<file path="src/rtl/cfg_loader_pkg.sv">
package cfg_loader_pkg;

   typedef enum logic [2:0] {
      ST_IDLE  = 3'd0,
      ST_CSPRE = 3'd1,
      ST_PWR   = 3'd2,
      ST_GAP   = 3'd3,
      ST_LOAD  = 3'd4,
      ST_WAIT  = 3'd5,
      ST_DONE  = 3'd6
   } ld_state_t;

   function automatic int max2(input int a, input int b);
      return (a > b) ? a : b;
   endfunction

endpackage

</file>
<file path="src/rtl/cfg_sync.sv">
module cfg_sync #(
   parameter int STAGES = 2
) (
   input  logic clk,
   input  logic rst_n,
   input  logic d,
   output logic q
);
   generate
      if (STAGES == 0) begin : g_pass
         assign q = d;
      end else begin : g_flops
         logic [STAGES-1:0] r;
         always_ff @(posedge clk) begin
            if (!rst_n) begin
               r <= '0;
            end else begin
               r[0] <= d;
               for (int i = 1; i < STAGES; i++) r[i] <= r[i-1];
            end
         end
         assign q = r[STAGES-1];
      end
   endgenerate
endmodule

</file>
<file path="src/rtl/cfg_us_tick.sv">
module cfg_us_tick #(
   parameter int CLK_HZ = 125_000_000
) (
   input  logic clk,
   input  logic rst_n,
   input  logic clr,
   output logic tick
);
   localparam int DIV = CLK_HZ / 1_000_000;
   localparam int CW  = (DIV > 1) ? $clog2(DIV) : 1;

   generate
      if (DIV == 1) begin : g_every
         assign tick = 1'b1;
      end else begin : g_count
         logic [CW-1:0] cnt;
         always_ff @(posedge clk) begin
            if (!rst_n || clr)               cnt <= '0;
            else if (cnt == CW'(DIV - 1))    cnt <= '0;
            else                             cnt <= cnt + 1'b1;
         end
         assign tick = (cnt == CW'(DIV - 1));
      end
   endgenerate
endmodule

</file>
<file path="src/rtl/cfg_bit_engine.sv">
module cfg_bit_engine #(
   parameter int HALF       = 3,
   parameter int DUMMY_CLKS = 49
) (
   input  logic       clk,
   input  logic       rst_n,
   input  logic       en,
   input  logic       byte_valid,
   input  logic [7:0] byte_data,
   input  logic       byte_last,
   output logic       byte_ready,
   output logic       sclk,
   output logic       mosi,
   output logic       fin
);
   localparam int HW = (HALF > 1) ? $clog2(HALF) : 1;
   localparam int DW = $clog2(DUMMY_CLKS + 1);

   logic [HW-1:0] hc;
   logic [DW-1:0] dcnt;
   logic [7:0]    sh;
   logic [2:0]    bits;
   logic          have, last_q, dum, sclk_q, fin_q;
   logic          half_end;

   assign half_end = (hc == HW'(HALF - 1));

   always_ff @(posedge clk) begin
      if (!rst_n || !en) begin
         hc <= '0; dcnt <= '0; sh <= '0; bits <= '0;
         have <= 1'b0; last_q <= 1'b0; dum <= 1'b0;
         sclk_q <= 1'b0; fin_q <= 1'b0;
      end else if (!have && !dum) begin
         if (!fin_q && byte_valid) begin
            sh     <= byte_data;
            last_q <= byte_last;
            have   <= 1'b1;
            bits   <= '0;
            hc     <= '0;
         end
      end else if (!half_end) begin
         hc <= hc + 1'b1;
      end else begin
         hc     <= '0;
         sclk_q <= ~sclk_q;
         if (sclk_q) begin
            if (have) begin
               if (bits == 3'd7) begin
                  have <= 1'b0;
                  if (last_q) begin
                     dum  <= 1'b1;
                     dcnt <= '0;
                  end
               end else begin
                  bits <= bits + 1'b1;
                  sh   <= {sh[6:0], 1'b0};
               end
            end else if (dcnt == DW'(DUMMY_CLKS - 1)) begin
               dum   <= 1'b0;
               fin_q <= 1'b1;
            end else begin
               dcnt <= dcnt + 1'b1;
            end
         end
      end
   end

   assign byte_ready = en && !have && !dum && !fin_q;
   assign sclk       = sclk_q;
   assign mosi       = have && sh[7];
   assign fin        = fin_q;
endmodule

</file>
<file path="src/rtl/cfg_loader.sv">
module cfg_loader
   import cfg_loader_pkg::*;
#(
   parameter int CLK_HZ          = 125_000_000,
   parameter int SCLK_MAX_HZ     = 25_000_000,
   parameter int CS_HOLD_US      = 50,
   parameter int DUMMY_CLKS      = 49,
   parameter int DONE_TIMEOUT_US = 200,
   parameter int SYNC_STAGES     = 2
) (
   input  logic       clk,
   input  logic       rst_n,
   input  logic       start_i,
   input  logic [7:0] img_data_i,
   input  logic       img_valid_i,
   input  logic       img_last_i,
   output logic       img_ready_o,
   input  logic       cfg_done_i,
   output logic       tgt_rst_n_o,
   output logic       vio_en_o,
   output logic       vcore_en_o,
   output logic       refclk_en_o,
   output logic       cs_n_o,
   output logic       sclk_o,
   output logic       mosi_o,
   output logic       busy_o,
   output logic       done_o,
   output logic       timeout_o
);
   localparam int HALF    = (CLK_HZ + 2 * SCLK_MAX_HZ - 1) / (2 * SCLK_MAX_HZ);
   localparam int GAP_CYC = 2 * HALF;
   localparam int GW      = $clog2(GAP_CYC + 1);
   localparam int UW      = $clog2(max2(CS_HOLD_US, DONE_TIMEOUT_US) + 1);

   generate
      if (CLK_HZ < 1_000_000 || (CLK_HZ % 1_000_000) != 0) begin : g_bad_clk
         $error("cfg_loader: CLK_HZ must be a whole number of MHz");
      end
      if (SCLK_MAX_HZ < 1) begin : g_bad_sclk
         $error("cfg_loader: SCLK_MAX_HZ must be positive");
      end
      if (CS_HOLD_US < 1 || DONE_TIMEOUT_US < 1) begin : g_bad_time
         $error("cfg_loader: time limits must be at least 1 us");
      end
      if (DUMMY_CLKS < 1) begin : g_bad_dummy
         $error("cfg_loader: DUMMY_CLKS must be at least 1");
      end
      if (SYNC_STAGES < 0 || SYNC_STAGES > 4) begin : g_bad_sync
         $error("cfg_loader: SYNC_STAGES out of range 0..4");
      end
   endgenerate

   ld_state_t     state, nxt;
   logic          tick, clr, done_s, fin;
   logic [UW-1:0] us_cnt;
   logic [GW-1:0] cyc;
   logic          cs_n_q, pwr_q, trst_q, busy_q, done_q, to_q;

   cfg_sync #(.STAGES(SYNC_STAGES)) u_sync (
      .clk(clk), .rst_n(rst_n), .d(cfg_done_i), .q(done_s)
   );

   cfg_us_tick #(.CLK_HZ(CLK_HZ)) u_tick (
      .clk(clk), .rst_n(rst_n), .clr(clr), .tick(tick)
   );

   cfg_bit_engine #(.HALF(HALF), .DUMMY_CLKS(DUMMY_CLKS)) u_eng (
      .clk(clk), .rst_n(rst_n), .en(state == ST_LOAD),
      .byte_valid(img_valid_i), .byte_data(img_data_i), .byte_last(img_last_i),
      .byte_ready(img_ready_o), .sclk(sclk_o), .mosi(mosi_o), .fin(fin)
   );

   always_comb begin
      nxt = state;
      unique case (state)
         ST_IDLE:  if (start_i) nxt = ST_CSPRE;
         ST_CSPRE: nxt = ST_PWR;
         ST_PWR:   if (tick && us_cnt == UW'(CS_HOLD_US - 1)) nxt = ST_GAP;
         ST_GAP:   if (cyc == GW'(GAP_CYC - 1)) nxt = ST_LOAD;
         ST_LOAD:  if (fin) nxt = ST_WAIT;
         ST_WAIT:  if (done_s) nxt = ST_DONE;
                   else if (tick && us_cnt == UW'(DONE_TIMEOUT_US - 1)) nxt = ST_IDLE;
         ST_DONE:  if (start_i) nxt = ST_CSPRE;
         default:  nxt = ST_IDLE;
      endcase
   end

   assign clr = (nxt != state);

   always_ff @(posedge clk) begin
      if (!rst_n) begin
         state  <= ST_IDLE;
         us_cnt <= '0;
         cyc    <= '0;
         to_q   <= 1'b0;
      end else begin
         state  <= nxt;
         us_cnt <= clr ? '0 : (tick ? us_cnt + 1'b1 : us_cnt);
         cyc    <= clr ? '0 : cyc + 1'b1;
         if (state == ST_WAIT && nxt == ST_IDLE)
            to_q <= 1'b1;
         else if ((state == ST_IDLE || state == ST_DONE) && start_i)
            to_q <= 1'b0;
      end
   end

   // pins decoded from the next state so every pin leaves a flop
   always_ff @(posedge clk) begin
      if (!rst_n) begin
         cs_n_q <= 1'b1;
         pwr_q  <= 1'b0;
         trst_q <= 1'b0;
         busy_q <= 1'b0;
         done_q <= 1'b0;
      end else begin
         cs_n_q <= !(nxt inside {ST_CSPRE, ST_PWR, ST_LOAD});
         pwr_q  <= nxt inside {ST_PWR, ST_GAP, ST_LOAD, ST_WAIT, ST_DONE};
         trst_q <= (nxt == ST_DONE);
         busy_q <= nxt inside {ST_CSPRE, ST_PWR, ST_GAP, ST_LOAD, ST_WAIT};
         done_q <= (nxt == ST_DONE);
      end
   end

   assign cs_n_o      = cs_n_q;
   assign vio_en_o    = pwr_q;
   assign vcore_en_o  = pwr_q;
   assign refclk_en_o = pwr_q;
   assign tgt_rst_n_o = trst_q;
   assign busy_o      = busy_q;
   assign done_o      = done_q;
   assign timeout_o   = to_q;
endmodule

</file>
<file path="config.mk">
export PLATFORM = sky130hd
export DESIGN_NAME = cfg_loader
export DESIGN_NICKNAME = d
export VERILOG_FILES = /design/src/rtl/cfg_loader_pkg.sv /design/src/rtl/cfg_sync.sv /design/src/rtl/cfg_us_tick.sv /design/src/rtl/cfg_bit_engine.sv /design/src/rtl/cfg_loader.sv
export SDC_FILE = /design/constraint.sdc
export NUM_CORES = 1
export LEC_CHECK = 0
export CORE_MARGIN = 1
export CORE_UTILIZATION = 56
export DETAILED_ROUTE_END_ITERATION = 16
export DONT_BUFFER_PORTS = 1
export GPL_TIMING_DRIVEN = 0
export PLACE_DENSITY = 0.74
export SYNTH_ARGS = -nofsm -noshare
export SYNTH_HDL_FRONTEND = slang
export SYNTH_SLANG_ARGS = --single-unit
</file>
<file path="constraint.sdc">
create_clock -name clk -period 2.1 [get_ports clk]
set_input_delay 0.525 -clock clk [delete_from_list [all_inputs] [get_ports clk]]
set_output_delay 0.525 -clock clk [all_outputs]
set_load 0.05 [all_outputs]
</file>
Yosys cells after proc, flatten, opt, wreduce, memory -nomap -nowiden
Index checks and enable logic that the tools add are counted.
- mux-type cells: 38
- $lt $le $gt $ge: 0
- divide/modulo/power cells: 0
- bitwise logic cells: 4
- equality and inequality tests: 25
- add/sub/neg operators: 6
- multiply operators: 0
- shift operators: 0
- reduce and logical (&&, ||, !) cells: 39
- operator list (cell ; count):
    two-way mux 8 bit ; 6
    two-way mux 3 bit ; 12
    == test 3 bit (second input constant) ; 8
    two-way mux 6 bit ; 4
    case mux 3 bit (6 select lines) ; 1
    == test 3 x 2 -> 1 bit (second input constant) ; 4
    two-way mux 1 bit ; 12
    AND reduction 6 bit ; 2
    logical AND 1 bit ; 10
    AND reduction 5 bit ; 2
    nonzero test 2 bit ; 5
    nonzero test 5 bit ; 2
    adder 8 x 1 -> 8 bit (second input constant) ; 1
    == test 8 x 6 -> 1 bit (second input constant) ; 1
    == test 8 bit (second input constant) ; 1
    adder 7 x 1 -> 7 bit (second input constant) ; 1
    == test 7 bit (second input constant) ; 1
    adder 3 x 1 -> 3 bit (second input constant) ; 2
    adder 6 x 1 -> 6 bit (second input constant) ; 1
    == test 3 x 1 -> 1 bit (second input constant) ; 2
    == test 6 bit (second input constant) ; 1
    logical NOT 1 bit ; 6
    logical NOT 3 bit ; 2
    two-way mux 2 bit ; 3
    11 further kinds ; 22
- bits in registers: 52
- bits in read-only memories: 0
- word-level logic and storage cells: 131
- input port bits: 14
- memories kept: 0
- latch bits: 0
- RAM bits: 0
- output and inout port bits: 11

Depth between registers and ports, before layout
Gate-level depths: netlist (run 1).
- depth after elaboration: 8
- gate-level depth with buffers: 8
- gate-level depth less buffers: 7

Hierarchy
Synthesis (run 1) repeated with hierarchy kept, for this count alone.
- cells, all modules: 298
- area total of the unflattened synthesis: 2690.1 um^2
- modules (own cells, without submodules) (module ; seq. area each (um^2) ; cells each ; area an instance (um^2) ; times used):
    cfg_bit_engine ; 480.5 ; 142 ; 1276.2 ; 1
    cfg_loader ; 380.4 ; 116 ; 1043.5 ; 1
    cfg_us_tick ; 140.1 ; 36 ; 317.8 ; 1
    cfg_sync ; 40.0 ; 4 ; 52.6 ; 1

Least setup slack after synthesis (run 1)
Ideal clock, no wire load.
- kind: register to output
- from: register u_eng.have
- to: output port img_ready_o
- path buffers: 2
- data arrival time: 2.048 ns
- required time: 1.575 ns
- setup slack: -0.473 ns
- cell stages (with the launch flop): 5
- path through: dfxtp_1 -> clkbuf_1 -> or2_2 -> clkbuf_1 -> nor3_1
- longest elaborated chain between the ends: 4
- ends and longest elaborated chain (what ; line ; RTL):
    start, declared ; cfg_bit_engine.sv:23 ; logic have, last_q, dum, sclk_q, fin_q;
    start signal, assigned ; cfg_bit_engine.sv:31 ; have <= 1'b0; last_q <= 1'b0; dum <= 1'b0;
    start signal, assigned ; cfg_bit_engine.sv:37 ; have <= 1'b1;
    start signal, assigned ; cfg_bit_engine.sv:49 ; have <= 1'b0;
    logical NOT 1 bit ; cfg_bit_engine.sv:68 ; assign byte_ready = en && !have && !dum && !fin_q;
    logical AND 1 bit (3 in a row) ; cfg_bit_engine.sv:68 ;
    end, declared ; cfg_loader.sv:17 ; output logic img_ready_o,
Every way passes these cells.

Final worst setup path (run 1)
- from: register us_cnt[1]
- to: register us_cnt[1]
- longest elaborated chain between the ends: 7
- elaborated cells between the ends (all ways): 11
- those cells by class: 1 x add/sub; 3 x eq/ne; 4 x mux; 3 x reduce/logical
- ends and longest elaborated chain (what ; line ; RTL):
    start, declared ; cfg_loader.sv:55 ; logic [UW-1:0] us_cnt;
    start signal, assigned ; cfg_loader.sv:98 ; us_cnt <= clr ? '0 : (tick ? us_cnt + 1'b1 : us_cnt);
    == test 8 bit ; cfg_loader.sv:82 ; else if (tick && us_cnt == UW'(DONE_TIMEOUT_US - 1)) nxt = ST_IDLE;
    logical AND 1 bit ; cfg_loader.sv:82 ;
    two-way mux 3 bit ; cfg_loader.sv:82 ;
    two-way mux 3 bit ; cfg_loader.sv:81 ; ST_WAIT: if (done_s) nxt = ST_DONE;
    case mux 3 bit (6 select lines) ; cfg_loader.sv:75 ; unique case (state)
    inequality test 3 bit ; cfg_loader.sv:88 ; assign clr = (nxt != state);
    OR reduction 2 bit (no source line) ; - ;
Parallel ways exist; a longest one is shown, timed or not.
A chain may end at the register's enable or synchronous reset.

==> reports/qor.csv, run 1 <==
stage;metric;value;unit
outcome;status;completed;
final_layout;final core occ;0.653;
cts;TritonCTS clock tree;done;
routing;Via density;5.63;
floorplan;Die Y-Extent;69.2;um
floorplan;core area;0.00435;mm^2
setup_path;startpoint types;flop;
cts;Clock Pin Slew Worst Setup and Hold Paths;0.10;ns
cts;deepest clock path buffer count;2;
timing;Tcrit/Tclk final;0.978;
timing;fin crit period;2.05;ns
timing;final slew viol count;0;
routing;drt pass-1 iters;4;
final_layout;diode count;0;
final_layout;fin cells;358;
place;worst slack at placement;-0.185;ns
cts;clock sinks;52;
yosys;cells after synthesis;291;
yosys;Post-Synthesis Net Count;315;
final_layout;FILL cells;364;
floorplan;row cnt;24;
floorplan;DIE WIDTH;69.2;um
place;DP HPWL;3350;um
floorplan;boundary pin count;25;
timing;Final Skew;0.00933;ns
timing;Slew @ Worst Pin;0.574;ns
global_route;gr usage total;0.208;
routing;drt wl/cell;13.6;um
yosys;ys flop type;dfxtp_1;
cts;Root Driver;clkbuf_8;
place;dpl cells;343;
global_route;initial antenna violation count;0;
cts;worst skew pair latency;0.30;ns
timing;Final Setup Violations;0;
yosys;Synthesis Warnings;0;
final_layout;nets@finish;329;
timing;Final WS setup;0.0456;ns
timing;unrepaired setup endpoints after global routing;true;
yosys;mapped cell area;0.00253;mm^2
routing;via count;2017;
setup_path;kind of critical path;flop to flop;
place;Final GP Congestion;0.891;
cts;cts hold-fix bufs;0;
hold_path;HP Class;input pin to flop;
timing;relative slew slack;0.616;
pwr;leakage power figure;1.05;nW
global_route;total gr overflow;0;
final_layout;P&R area growth vs syn;12.4;%
routing;DRC;0;
setup_path;CP max FO;11;
global_route;largest net degree at the start of global routing;17;
final_layout;register area;0.00105;mm^2
place;PortBufs;0;
final_layout;layout cells sized above 1;0.180;
setup_path;CP Capture Type;flop;
floorplan;Starting Density;0.581;
yosys;Seq/Total Area, Yosys;0.411;
yosys;Syn Area/Cell;8.69;um^2
routing;1st-iter DRT viols;174;
yosys;fraction of registers with async set or reset after synthesis;0;
setup_path;critical path data required time;2.26;ns
global_route;vias in the first global route;1847;
final_layout;area of the multi-input gates;0.00142;mm^2
routing;Routed Antenna Nets;0;
routing;total wire length;4880;um
yosys;Netlist cell types;50;
timing;Fmax;487;MHz
cts;H-Tree Depth;2;
yosys;number of synthesized register bits;52;
setup_path;arrival time at the worst endpoint;2.21;ns
pwr;power density cells;633;mW/mm^2
flow_run;# Max-Cap Violations;0;
cts;number of buffers created by CTS;5;
global_route;first-pass GRT wire length;8180;um
floorplan;DIE AREA;0.00479;mm^2
pwr;Peak supply drop;455;uV
timing;count of final hold-check violations;0;
yosys;EDFF count, synth;0;
-- power by group --
group / total, mW / switching, mW / leakage (nW) / internal, mW
Sequential: 1.05 / 0.0410 / 0.424 / 1.01
Clock: 0.599 / 0.329 / 0.0516 / 0.270
Combinational: 0.155 / 0.0846 / 0.576 / 0.0708
-- critical path, cell delays in order (launching register included) --
cell and delay, ns:
dfxtp_2 0.33, inv_2 0.06, ha_4 0.11, or4b_4 0.44, or4_4 0.44, a21oi_4 0.14, nand3b_4 0.19, buf_12 0.15
a211oi_1 0.06
-- Yosys cell counts (3+ instances only) --
cell,number,area (um^2)
a21o_1,3,22.5
a21oi_1,13,65.1
a311oi_1,8,70.1
and2_1,6,37.5
and3_1,5,31.3
and3b_1,3,26.3
buf_4,3,22.5
clkbuf_1,10,37.5
dfxtp_1,52,1040
ha_1,10,125
inv_1,10,37.5
nand2_1,30,113
nand3_1,11,55.1
nand3b_1,3,22.5
nand4_1,5,31.3
nor2_1,31,116
nor2_2,8,50.1
nor2b_1,4,25.0
nor3_1,8,40.0
nor3b_1,6,45.0
nor4_1,3,18.8
o21ai_0,6,30.0
xnor2_1,8,70.1
xor2_1,9,78.8
-- timing repair --
item                                    in CTS  in global routing
cloned                                       1                  0
resized for setup                           14                 12
setup buffers                                4                  5
endpoints found under the setup margin      26                 20
pin swaps                                    4                  3
-- flip-flops by register name (all words and copies together) (netlist names), 2 cells and up --
name	count
cyc	3
state	3
u_eng.bits	3
u_eng.dcnt	6
u_eng.hc	2
u_eng.sh	8
u_sync.g_flops.r	2
u_tick.g_count.cnt	7
us_cnt	8
-- layout make-up --
type,instances,area share
multi-input cells,214,0.498
flip-flops and latches,52,0.369
repair buffers,10,0.0378
clock buffers,6,0.0290
plain buffers,12,0.0255
well taps,52,0.0229
inverters,10,0.0132
clock inverters,2,0.00484
-- through the flow --
stage	TNS, ns	hold slack, ns	area, um^2	power [mW]
4_1_cts	-0.0533	0.339	2810	1.83
5_1_grt	-0.0659	0.329	2840	1.87
3_5_place_dp	-2.87	0.428	2610	1.20
3_3_place_gp	-2.53	0.415	2610	1.20
6_report	0	0.345	2840	1.80
2_1_floorplan	0	0.412	2540	1.18
-- routing by layer --
layer,global-route usage,vias up,share of wire
li1,-,1038,-
met1,0.264,937,0.47
met2,0.360,37,0.48
met3,0.0422,5,0.037
met4,0.0544,0,0.0070
met5,0,-,0
-- logic make-up after synthesis --
kind of cell / count (synthesis) / share of synthesized area
AND/OR/NAND/NOR: 136 / 0.289
flip-flops: 52 / 0.411
AO/OA/AOI/OAI: 48 / 0.131
buffers and inverters: 25 / 0.0480
XOR/XNOR: 17 / 0.0589
adder cells (fa/ha/maj): 10 / 0.0495
multiplexers: 3 / 0.0124
-- final timing paths --
path / start / end / slack [ns] / depth (start not counted)
max: us_cnt[1]$_SDFFE_PP0P_ / us_cnt[1]$_SDFFE_PP0P_ / 0.05 / 8
min: cfg_done_i / u_sync.g_flops.r[0]$_SDFF_PN0_ / 0.35 / 1
max reg2reg: us_cnt[1]$_SDFFE_PP0P_ / us_cnt[1]$_SDFFE_PP0P_ / 0.05 / 8
min reg2reg: u_sync.g_flops.r[0]$_SDFF_PN0_ / u_sync.g_flops.r[1]$_SDFF_PN0_ / 0.45 / 1
-- cells in the final DEF, fill, tap and decap left out, drive strengths merged, types with 9 or more instances in the layout --
| master | count |
|---|---|
| nand3 | 11 |
| inv | 11 |
| clkbuf | 13 |
| nor2 | 39 |
| xor2 | 9 |
| buf | 15 |
| ha | 10 |
| a21oi | 15 |
| nor3 | 9 |
| nand2 | 30 |
| dfxtp | 52 |
Power figures use the tool's default switching activity.
==> run 2: changes to the inputs <==
--- a/config.mk
+++ b/config.mk
@@ -6,11 +6,11 @@
 export NUM_CORES = 1
 export LEC_CHECK = 0
 export CORE_MARGIN = 1
-export CORE_UTILIZATION = 56
+export CORE_UTILIZATION = 54
 export DETAILED_ROUTE_END_ITERATION = 16
 export DONT_BUFFER_PORTS = 1
 export GPL_TIMING_DRIVEN = 0
-export PLACE_DENSITY = 0.74
+export PLACE_DENSITY = 0.72
 export SYNTH_ARGS = -nofsm -noshare
 export SYNTH_HDL_FRONTEND = slang
 export SYNTH_SLANG_ARGS = --single-unit
==> reports/qor.csv, run 2 (same netlist as run 1, synthesis figures left out) <==
stage;metric;value;unit;change
setup_path;Critical-path top delay cell;or4b_1;;
setup_path;FF-to-FF path depth;8;;unchanged
floorplan;Starting Density;0.573;;-0.00791
setup_path;kind of critical path;flop to flop;;
global_route;total gr overflow;0;;unchanged
setup_path;Reg-to-Reg Start;us_cnt[1]$_SDFFE_PP0P_;;
routing;via count;2050;;+1.6%
global_route;initial antenna violation count;0;;unchanged
place;Area after DPL;0.00261;mm^2;unchanged
timing;unrepaired setup endpoints after global routing;true;;
outcome;status;completed;;
final_layout;nets@finish;334;;+1.5%
floorplan;DIE AREA;0.00496;mm^2;+3.6%
global_route;vias in the first global route;1820;;-1.5%
setup_path;crit path to;us_cnt[6]$_SDFFE_PP0P_;;
final_layout;P&R area growth vs syn;16.2;%;
global_route;largest net degree at the start of global routing;17;;unchanged
final_layout;Regs by FF count;u_eng.sh x8, us_cnt x8, u_tick.g_count.cnt x7;;
pwr;Power Internal;1.46;mW;+8.3%
pwr;leakage power figure;1.11;nW;+5.1%
setup_path;Critical Path Source;us_cnt[1]$_SDFFE_PP0P_;;
setup_path;arrival time at the worst endpoint;2.30;ns;+0.09 ns
flow_run;# Max-Cap Violations;0;;unchanged
final_layout;diode count;0;;unchanged
setup_path;critical path data required time;2.31;ns;+0.05 ns
routing;Routed Antenna Nets;0;;unchanged
final_layout;final core occ;0.666;;+0.0129
setup_path;Crit path depth;8;;unchanged
pwr;Flop pwr share;0.541;;-0.040
final_layout;register area;0.00105;mm^2;+0.48%
routing;DRC;0;;unchanged
cts;number of buffers created by CTS;5;;unchanged
pwr;Sw Pwr;0.468;mW;+2.9%
setup_path;CP Capture Type;flop;;
cts;cts hold-fix bufs;0;;unchanged
cts;deepest clock path buffer count;2;;unchanged
cts;Clock Pin Slew Worst Setup and Hold Paths;0.09;ns;about the same
setup_path;worst path buffer plus inverter count;2;;unchanged
timing;Final Setup Violations;0;;unchanged
cts;Root Driver;clkbuf_8;;
setup_path;cell family with most CP delay;simple AND/OR/NAND/NOR gates;;
final_layout;commonest non-fill, non-tap cell in the layout;dfxtp_1;;
place;DP HPWL;3280;um;-2.2%
pwr;Comb pwr share;0.102;;+0.016
routing;drt wl/cell;13.7;um;+0.20%
cts;H-Tree Depth;2;;unchanged
timing;count of final hold-check violations;0;;unchanged
floorplan;boundary pin count;25;;unchanged
final_layout;layout cells sized above 1;0.193;;+0.0132
timing;final slew viol count;0;;unchanged
global_route;gr usage total;0.201;;-0.00722
cts;TritonCTS clock tree;done;;
cts;clock sinks;52;;unchanged
floorplan;core area;0.00441;mm^2;+1.4%
place;PortBufs;0;;unchanged
floorplan;row cnt;24;;unchanged
setup_path;startpoint types;flop;;
final_layout;area of the multi-input gates;0.00142;mm^2;+0.44%
pwr;Clock power frac;0.358;;+0.025
final_layout;most frequent cells in the layout;46 x dfxtp_1, 30 x nor2_1, 29 x nand2_1;;
setup_path;reg2reg setup slack;0.01;ns;-0.03 ns
routing;drt pass-1 iters;4;;unchanged
routing;1st-iter DRT viols;147;;-16%
global_route;first-pass GRT wire length;7870;um;-3.8%
timing;Final Skew;0.00640;ns;-0.00293 ns
setup_path;peak per-stage delay on the critical path;0.44;ns;about the same
timing;Fmax;479;MHz;-1.6%
routing;Via density;5.65;;+0.24%
floorplan;DIE WIDTH;70.4;um;+1.8%
setup_path;worst r2r dst;us_cnt[6]$_SDFFE_PP0P_;;
place;Final GP Congestion;0.863;;-3.1%
timing;Slew @ Worst Pin;0.574;ns;-0.000325 ns
final_layout;FILL cells;363;;-0.27%
cts;worst skew pair latency;0.31;ns;about the same
pwr;Pwr Total;1.93;mW;+7.0%
setup_path;crit-path cells;inv_2, ha_4, or4b_1, or4_4, a21oi_4, nand3b_4, bufbuf_16, nor2_2;;
final_layout;final instance area;0.00294;mm^2;+3.4%
pwr;power density cells;655;mW/mm^2;+3.5%
pwr;Peak supply drop;517;uV;+14%
floorplan;Die Y-Extent;70.4;um;+1.8%
routing;total wire length;4960;um;+1.6%
timing;relative slew slack;0.616;;about the same
hold_path;HP Class;input pin to flop;;
timing;fin crit period;2.09;ns;+0.0326 ns
setup_path;CP max FO;5;;-6
pwr;Switching Fraction;0.243;;-0.00963
timing;Tcrit/Tclk final;0.994;;+0.0155
-- run 2: cell count changes in the layout (fill, tap and decap cells not counted), moves of 2 or more --
cell     change
buf_4        +2
dfxtp_4      +2
dfxtp_2      -2
buf_6        +2
-- run 2: layer usage --
metal,GRT usage,up-vias,part of all wire
met5,0,-,0
li1,-,1050,-
met1,0.248,955,0.46
met3,0.0664,6,0.048
met4,0.0778,0,0.013
met2,0.322,39,0.48
-- run 2: how the worst min path moves through the flow --
| stage | slack [ns] | cells past startpoint | from | endpoint |
|---|---|---|---|---|
| 6_report | 0.33 | 1 | cfg_done_i | u_sync.g_flops.r[0]$_SDFF_PN0_ |
| 5_1_grt | 0.32 | 1 | cfg_done_i | u_sync.g_flops.r[0]$_SDFF_PN0_ |
| 4_1_cts | 0.32 | 1 | cfg_done_i | u_sync.g_flops.r[0]$_SDFF_PN0_ |
| 3_5_place_dp | 0.43 | 1 | u_sync.g_flops.r[0]$_SDFF_PN0_ | u_sync.g_flops.r[1]$_SDFF_PN0_ |
| 3_3_place_gp | 0.41 | 1 | u_sync.g_flops.r[0]$_SDFF_PN0_ | u_sync.g_flops.r[1]$_SDFF_PN0_ |
| 2_1_floorplan | 0.41 | 1 | u_sync.g_flops.r[0]$_SDFF_PN0_ | u_sync.g_flops.r[1]$_SDFF_PN0_ |
-- run 2: cell type report --
class,count,share of cell area
timing repair buffer,14,0.0511
buffer,13,0.0340
tap,52,0.0221
clock inverter,3,0.0145
clock buffer,5,0.0234
inverter,10,0.0128
multi-input combinational,214,0.484
sequential,52,0.358
-- run 2: through the flow --
stage               hold slack, ns  setup slack [ns]  instances  TNS (ns)
floorplan                    0.412           0.00898        291         0
global placement             0.414            -0.173        343     -2.47
detailed placement           0.427            -0.174        343     -2.79
CTS                          0.321           -0.0566        357   -0.0566
global route                 0.322           -0.0215        363    -0.131
finish                       0.335            0.0130        363         0
-- run 2: repair_timing --
| item | 4_1_cts | 5_1_grt |
|---|---|---|
| endpoints found under the setup margin | 26 | 24 |
| buffers inserted | 7 | 6 |
| resized for setup | 13 | 20 |
| hold endpoints to repair | 0 | 0 |
| cloned | 1 | 0 |
| pin swaps | 4 | 3 |
-- run 2: worst register-to-register path: stages, from the launching register on --
cell       delay, ns
dfxtp_2         0.33
inv_2           0.06
ha_4            0.12
or4b_1          0.44
or4_4           0.44
a21oi_4         0.14
nand3b_4        0.17
bufbuf_16       0.27
nor2_2          0.04
-- run 2: power groups by stage --
stage | Combinational (mW) | Sequential, mW | Clock, mW
floorplan | 0.119 | 1.06 | 0
global placement | 0.137 | 1.06 | 0
detailed placement | 0.138 | 1.06 | 0
CTS | 0.179 | 1.04 | 0.714
global route | 0.211 | 1.04 | 0.759
finish | 0.196 | 1.04 | 0.689
==> run 3: changes to the inputs <==
--- a/config.mk
+++ b/config.mk
@@ -14,3 +14,4 @@
 export SYNTH_ARGS = -nofsm -noshare
 export SYNTH_HDL_FRONTEND = slang
 export SYNTH_SLANG_ARGS = --single-unit
+export TNS_END_PERCENT = 30
==> results of run 3 <==
Same layout as run 2: the final DEF is identical, and so are final timing and power.
